File: config.mk
export PLATFORM = sky130hd
export DESIGN_NAME = bank_window_mapper
export DESIGN_NICKNAME = d
export VERILOG_FILES = /design/src/rtl/bwm_pkg.sv /design/src/rtl/phase_fall_detect.sv /design/src/rtl/halt_capture.sv /design/src/rtl/window_map.sv /design/src/rtl/bank_window_mapper.sv
export SDC_FILE = /design/constraint.sdc
export NUM_CORES = 1
export LEC_CHECK = 0
export BUFFER_PORTS_ARGS = -buffer_cell sky130_fd_sc_hd__buf_4
export CAP_MARGIN = 40
export CORE_AREA = 2 2 39 41
export DETAILED_ROUTE_END_ITERATION = 6
export DIE_AREA = 0 0 41 43
export HOLD_SLACK_MARGIN = 0.1
export SLEW_MARGIN = 10
export SYNTH_ARGS = -nofsm -noshare
export SYNTH_HDL_FRONTEND = slang
export SYNTH_SLANG_ARGS = --single-unit
File: constraint.sdc
create_clock -name clk -period 1.19 [get_ports clk]
set_clock_uncertainty 0.1 [all_clocks]
set_input_delay 0.0595 -clock clk [delete_from_list [all_inputs] [get_ports clk]]
set_output_delay 0.0595 -clock clk [all_outputs]
set_load 0.01 [all_outputs]
File: src/rtl/bwm_pkg.sv
package bwm_pkg;

    // Value the stored halt state takes out of reset: not halted.
    localparam logic HALT_IDLE = 1'b0;

    // Per-access selection result of the window decoder.
    typedef struct packed {
        logic in_window;
        logic cpu_hit;
        logic vid_hit;
    } map_sel_t;

endpackage

File: src/rtl/phase_fall_detect.sv
module phase_fall_detect #(
    parameter int SYNC_STAGES  = 2,
    parameter int DELAY_STAGES = 1
) (
    input  logic clk,
    input  logic rst_n,
    input  logic phase_in,
    output logic fall_strobe
);
    localparam int SW = (SYNC_STAGES < 2) ? 2 : SYNC_STAGES;
    localparam int DW = (DELAY_STAGES < 1) ? 1 : DELAY_STAGES;

    typedef struct packed {
        logic [SW-1:0] sync;
        logic [DW-1:0] dly;
    } pfd_state_t;

    pfd_state_t st_d, st_q;
    logic       edge_seen;

    always_comb begin
        st_d      = st_q;
        edge_seen = st_q.sync[SW-1] & ~st_q.sync[SW-2];
        st_d.sync = {st_q.sync[SW-2:0], phase_in};
        st_d.dly[0] = edge_seen;
    end

    generate
        if (DW > 1) begin : g_delay_chain
            for (genvar i = 1; i < DW; i++) begin : g_stage
                assign st_d_dly_shift[i] = st_q.dly[i-1];
            end
        end
    endgenerate

    logic [DW-1:0] st_d_dly_shift;
    assign st_d_dly_shift[0] = 1'b0;

    pfd_state_t st_n;
    always_comb begin
        st_n = st_d;
        for (int k = 1; k < DW; k++) begin
            st_n.dly[k] = st_d_dly_shift[k];
        end
    end

    always_ff @(posedge clk or negedge rst_n) begin
        if (!rst_n) begin
            st_q <= '0;
        end else begin
            st_q <= st_n;
        end
    end

    assign fall_strobe = st_q.dly[DW-1];

endmodule

File: src/rtl/halt_capture.sv
module halt_capture
    import bwm_pkg::*;
(
    input  logic clk,
    input  logic rst_n,
    input  logic strobe,
    input  logic halt_n,
    output logic halted
);
    logic halted_d, halted_q;

    always_comb begin
        halted_d = halted_q;
        if (strobe) begin
            halted_d = ~halt_n;
        end
    end

    always_ff @(posedge clk or negedge rst_n) begin
        if (!rst_n) begin
            halted_q <= HALT_IDLE;
        end else begin
            halted_q <= halted_d;
        end
    end

    assign halted = halted_q;

endmodule

File: src/rtl/window_map.sv
module window_map
    import bwm_pkg::*;
#(
    parameter int BANK_BITS = 2
) (
    input  logic                 a14,
    input  logic                 a15,
    input  logic [BANK_BITS-1:0] bank_sel,
    input  logic                 cpu_bank_n,
    input  logic                 vid_bank_n,
    input  logic                 halted,
    output logic [BANK_BITS:0]   sram_hi
);
    map_sel_t sel;
    logic     banked;

    always_comb begin
        sel.in_window = a14 & ~a15;
        sel.cpu_hit   = sel.in_window & ~cpu_bank_n & ~halted;
        sel.vid_hit   = sel.in_window & ~vid_bank_n & halted;
        // CPU banking also holds while halted if only the CPU enable is set
        banked = sel.cpu_hit | sel.vid_hit | (sel.in_window & ~cpu_bank_n & vid_bank_n);
        sram_hi = '0;
        if (banked) begin
            sram_hi = {1'b1, bank_sel};
        end else begin
            sram_hi[0] = a14;
            sram_hi[1] = a15;
        end
    end

endmodule

File: src/rtl/bank_window_mapper.sv
module bank_window_mapper #(
    parameter int BANK_BITS    = 2,
    parameter int SYNC_STAGES  = 2,
    parameter int DELAY_STAGES = 1
) (
    input  logic                 clk,
    input  logic                 rst_n,
    input  logic                 cpu_a14,
    input  logic                 cpu_a15,
    input  logic [BANK_BITS-1:0] bank_sel,
    input  logic                 cpu_bank_n,
    input  logic                 vid_bank_n,
    input  logic                 halt_n,
    input  logic                 phase_clk,
    output logic [BANK_BITS:0]   sram_a,
    output logic                 sram_ce2
);
    logic fall_strobe;
    logic halted;

    phase_fall_detect #(
        .SYNC_STAGES (SYNC_STAGES),
        .DELAY_STAGES(DELAY_STAGES)
    ) u_fall (
        .clk        (clk),
        .rst_n      (rst_n),
        .phase_in   (phase_clk),
        .fall_strobe(fall_strobe)
    );

    halt_capture u_halt (
        .clk   (clk),
        .rst_n (rst_n),
        .strobe(fall_strobe),
        .halt_n(halt_n),
        .halted(halted)
    );

    window_map #(
        .BANK_BITS(BANK_BITS)
    ) u_map (
        .a14       (cpu_a14),
        .a15       (cpu_a15),
        .bank_sel  (bank_sel),
        .cpu_bank_n(cpu_bank_n),
        .vid_bank_n(vid_bank_n),
        .halted    (halted),
        .sram_hi   (sram_a)
    );

    assign sram_ce2 = 1'b1;

endmodule

==> flow_summary.yaml, run 1 <==
outcome:
  status: "finished, violations left"
  violations: "setup timing"
timing:
  fin_crit_sh_pct: 112
  period_needed_ns: 1.33
  rsz0062_at_grt: "true"
  fin_ws_ns: -0.138
  max_freq_mhz: 753
  finalSetupViolations: 3
  hold_ws_ns: 0.272
  slew_viol_final: 0
  final_hold_viol_count: 0
synth:
  syn_area_per_cell_um2: 11.6
  synth_seq_cells: 4
  synth_fp_nets: 25
  synth_cells: 15
  synthDistinctLibCells: 11
  netlist_area_um2: 174
  ys_warn_count: 0
  ys_seq_area_share_pct: 57.6
routing:
  drc: 0
  vias: 167
  wl_um: 346
  drtIter0Drc: 0
  wire_per_inst_um: 7.06
  drt_first_pass_iters: 1
  vias_per_cell: 3.41
  final_antenna_net_count: 0
placed_design:
  gp_congestion: 0.544
  hpwl_um: 282
  dp_slack_ns: 0.118
  io_buffers: 12
worst_setup_path:
  crit_type: "reg2out"
  start_kind: "register"
  end_kind: "output port"
  crit_fanout: 3
  crit_arrival_ns: 1.17
  critical_path_required_ns: 1.03
die:
  die_h_um: 43
  ios: 14
  die_w_um: 41
  initial_core_util_pct: 12.6
  num_rows: 14
  coreArea_um2: 1380
  fp.dieArea_um2: 1760
cts:
  clkSinkCount: 4
  cts_root_buf: "clkbuf_4"
  cts_buffer_depth: 2
  h-tree-depth: 1
  cts_tree: "yes"
  cts.reportedPaths.clkPinSlew_ns: 0.03
  worstSkewPairLatency_ns: 0.23
  cts_inserted_buffers: 3
global_route:
  antenna_found_initial: 0
  grt_pass1_wl_um: 586
  grt_max_degree: 5
  first_global_vias: 173
  grt_overflow: 0
  groute.usage.overall_pct: 5.65
job:
  max_cap_viol_count: 0
pwr:
  cellLeakagePower_nw: 0.167
  power_density_nw_per_um2: 1140
  irDropWorstVdd_mv: 0.353
layout:
  final_layout_size_suffix_gt1_share_pct: 54.5
  area_growth_pct: 97.8
  nNetsFinal: 45
  antenna_cells: 0
min_path:
  hold_path.class: "reg2reg"
==> worst max-delay path, stage by stage (launching register included) <==
cell     delay [ns]
dfrtp_1        0.33
inv_2          0.04
o21a_1         0.19
o31a_1         0.24
buf_4          0.14
==> cells by family after synthesis <==
family                 after synthesis  share of synthesized area (%)
DFF                                  4                           57.6
AOI/OAI and AO/OA                    3                           13.7
and+or+nand+nor                      3                           10.1
buffers and inverters                3                           10.8
muxes                                1                           5.76
other                                1                           2.16
==> routing by layer <==
| metal | vias to the layer above | GRT usage [%] | wire, µm | part of all wire [%] |
|---|---|---|---|---|
| met5 | - | 0 | 0 | 0 |
| met4 | 0 | 4.00 | 0 | 0 |
| met3 | 0 | 6.28 | 43 | 12 |
| met2 | 8 | 7.81 | 178 | 51 |
| met1 | 76 | 4.25 | 124 | 36 |
| li1 | 83 | - | - | - |
==> placed cells by master (no fill, tap or decap) <==
cell	netlist	routed
dlygate4sd3_1	0	4
clkbuf_4	0	3
dfrtp_1	4	4
inv_2	0	1
o21bai_1	1	1
mux2i_1	1	1
conb_1	1	1
o21a_1	1	1
nor3b_2	0	1
nor2b_1	1	1
nand2_1	1	1
buf_4	2	13
o31a_1	1	1
==> power breakdown <==
part	leakage (nW)	internal (mW)	switching [mW]
logic	0.106	0.0514	0.0261
registers	0.0478	0.147	0.00369
clock network	0.0138	0.112	0.0502
==> registers in the layout (all words and copies together) (netlist names) <==
signal,cells
u_fall.st_q,1
u_fall.st_d,1
u_halt.halted,1
u_fall.fall_strobe,1
==> cells in the mapped netlist <==
cell type	instances	area, µm²
nor3b_1	1	7.51
dfrtp_1	4	100
nand2_1	1	3.75
mux2i_1	1	10.0
o21a_1	1	7.51
buf_4	2	15.0
conb_1	1	3.75
inv_1	1	3.75
nor2b_1	1	6.26
o31a_1	1	8.76
o21bai_1	1	7.51
==> final timing paths <==
path | from | end | slack (ns) | depth (start not counted)
max | u_halt.halted | sram_a[0] | -0.14 | 4
min | u_fall.st_d[2] | u_fall.st_q[2] | 0.27 | 0
max reg2reg | u_halt.halted | u_halt.halted | 0.42 | 3
min reg2reg | u_fall.st_d[2] | u_fall.st_q[2] | 0.27 | 0
max in group asynchronous | rst_n | u_fall.st_d[2] | 0.19 | 3
min in group asynchronous | rst_n | u_fall.fall_strobe | 0.63 | 3
==> area by class of cell <==
class                   instances  area (µm²)
clock buffers                   3        22.5
fillers                       153        1040
inverters                       1        3.75
multi-input cells               8        60.1
flip-flops and latches          4         100
well taps                      16        20.0
repair buffers                 17         138
==> per-stage QoR <==
step	setup TNS [ns]	total power, mW	util [%]	instances	instance area, µm²
after floorplan	0	0.178	-	15	174
after global placement	0	0.210	19.4	41	269
after detailed placement	0	0.211	19.4	41	269
after CTS	-0.286	0.402	24.5	49	339
after global routing	-0.463	0.427	24.9	49	344
final	-0.208	0.391	24.9	49	344
==> repair_timing <==
item / CTS / global route
endpoints found under the setup margin: 3 / 3
pin swaps: 1 / 0
gates resized for setup: 1 / 1
setup buffers: 1 / 0
hold buffers: 4 / 0
hold endpoints to repair: 6 / 0
No activity file was read; power rests on OpenSTA's default activity.
==> inputs of run 2 (changes only) <==
--- a/config.mk
+++ b/config.mk
@@ -11,6 +11,7 @@
 export DETAILED_ROUTE_END_ITERATION = 6
 export DIE_AREA = 0 0 41 43
 export HOLD_SLACK_MARGIN = 0.1
+export SETUP_SLACK_MARGIN = 0.3
 export SLEW_MARGIN = 10
 export SYNTH_ARGS = -nofsm -noshare
 export SYNTH_HDL_FRONTEND = slang
==> flow_summary.yaml, run 2 (synthesis gave the netlist of run 1 again) <==
outcome:
  status: "finished, violations left"
  violations: "setup timing"
cts:
  cts_inserted_buffers: 3
  clkSinkCount: 4
  cts_buffer_depth: 2
  cts_tree: "yes"
  cts_hold_buf: 3
  cts.reportedPaths.clkPinSlew_ns: 0.04
  h-tree-depth: 1
  cts_root_buf: "clkbuf_4"
  worstSkewPairLatency_ns: 0.23
routing:
  final_antenna_net_count: 0
  drc: 0
  drtIter0Drc: 3
  vias_per_cell: 3.35
  vias: 161
  drt_first_pass_iters: 2
  wl_um: 331
  wire_per_inst_um: 6.90
global_route:
  first_global_vias: 164
  grt_overflow: 0
  antenna_found_initial: 0
  grt_pass1_wl_um: 538
  grt_max_degree: 5
  groute.usage.overall_pct: 5.34
layout:
  regArea_um2: 100
  area_growth_pct: 92.1
  nNetsFinal: 44
  fillerInstances: 151
  final_cell_mix: "buf_4, dfrtp_1, clkbuf_4, dlygate4sd3_1"
  antenna_cells: 0
  multi_input_area_um2: 60.1
  final_layout_size_suffix_gt1_share_pct: 56.3
  final_common_cell: "buf_4"
worst_setup_path:
  ff2ff_setup_slack_ns: 0.41
  end_kind: "output port"
  critical_path_required_ns: 1.03
  start_kind: "register"
  reg2reg_depth: 3
  crit_type: "reg2out"
  crit_start: "u_halt.halted"
  crit_fanout: 3
  crit_arrival_ns: 1.18
  reg2reg_to: "u_halt.halted"
  rr_startpoint: "u_halt.halted"
die:
  die_w_um: 41
  fp.dieArea_um2: 1760
  ios: 14
  initial_core_util_pct: 12.6
  coreArea_um2: 1380
  num_rows: 14
  die_h_um: 43
pwr:
  power_density_nw_per_um2: 1170
  irDropWorstVdd_mv: 0.491
  cellLeakagePower_nw: 0.163
placed_design:
  io_buffers: 12
  gp_congestion: 0.508
  dp_slack_ns: 0.103
  hpwl_um: 271
min_path:
  hold_path.class: "in2async"
timing:
  fin_ws_ns: -0.146
  final_hold_viol_count: 0
  slew_viol_final: 0
  max_freq_mhz: 749
  tns_ns: -0.226
  finalSetupViolations: 3
  rsz0062_at_grt: "true"
  fin_crit_sh_pct: 112
  period_needed_ns: 1.34
job:
  max_cap_viol_count: 0
run 2: cell types whose count changed in the layout (fill, tap and decap cells not counted):
cell,before,now
dlygate4sd3_1,4,3
run 2: how the worst max path moves through the flow:
stage | slack, ns | cells after the start | end
2_1_floorplan | 0.21 | 4 | sram_a[2]
3_3_place_gp | 0.10 | 4 | sram_a[0]
3_5_place_dp | 0.10 | 4 | sram_a[0]
4_1_cts | -0.15 | 4 | sram_a[0]
5_1_grt | -0.20 | 4 | sram_a[0]
6_report | -0.15 | 4 | sram_a[0]
run 2: cell type report:
cell class	count	share of cell area, %
inverters	1	1.12
flip-flops and latches	4	30.0
clock buffers	3	6.74
multi-input cells	8	18.0
well taps	16	5.99
repair buffers	16	38.2
run 2: routing by layer:
metal / up-vias / track usage [%] / wire length [µm]
met5: - / 0 / 0
met3: 0 / 7.85 / 63
met2: 9 / 7.19 / 162
met1: 72 / 3.90 / 106
met4: 0 / 2.00 / 0
li1: 80 / - / -
run 2: worst max-delay path: stages (launching register included):
cell     delay (ns)
dfrtp_1        0.33
inv_2          0.04
o21a_1         0.19
o31a_1         0.24
buf_4          0.14
run 2: power breakdown:
part           switching [mW]  internal [mW]  leakage [nW]
registers             0.00397          0.147        0.0478
logic                  0.0262         0.0494         0.101
clock network          0.0513          0.112        0.0138
run 2: through the flow:
step | power [mW] | utilization, % | hold slack (ns) | instances | instance area [µm²]
detailed placement | 0.213 | 19.8 | -0.243 | 41 | 274
floorplan | 0.179 | - | -0.336 | 15 | 179
finish | 0.390 | 24.1 | 0.0583 | 48 | 334
CTS | 0.400 | 24.1 | 0.0576 | 48 | 334
global placement | 0.212 | 19.8 | -0.243 | 41 | 274
global route | 0.423 | 24.1 | 0.0602 | 48 | 334
run 2: repair_timing:
action | 4_1_cts | 5_1_grt
buffers inserted | 1 | 0
pin swaps | 2 | 0
endpoints found under the hold margin | 6 | 4
cloned | 0 | 0
setup endpoints to repair | 3 | 3
gates resized for setup | 1 | 0
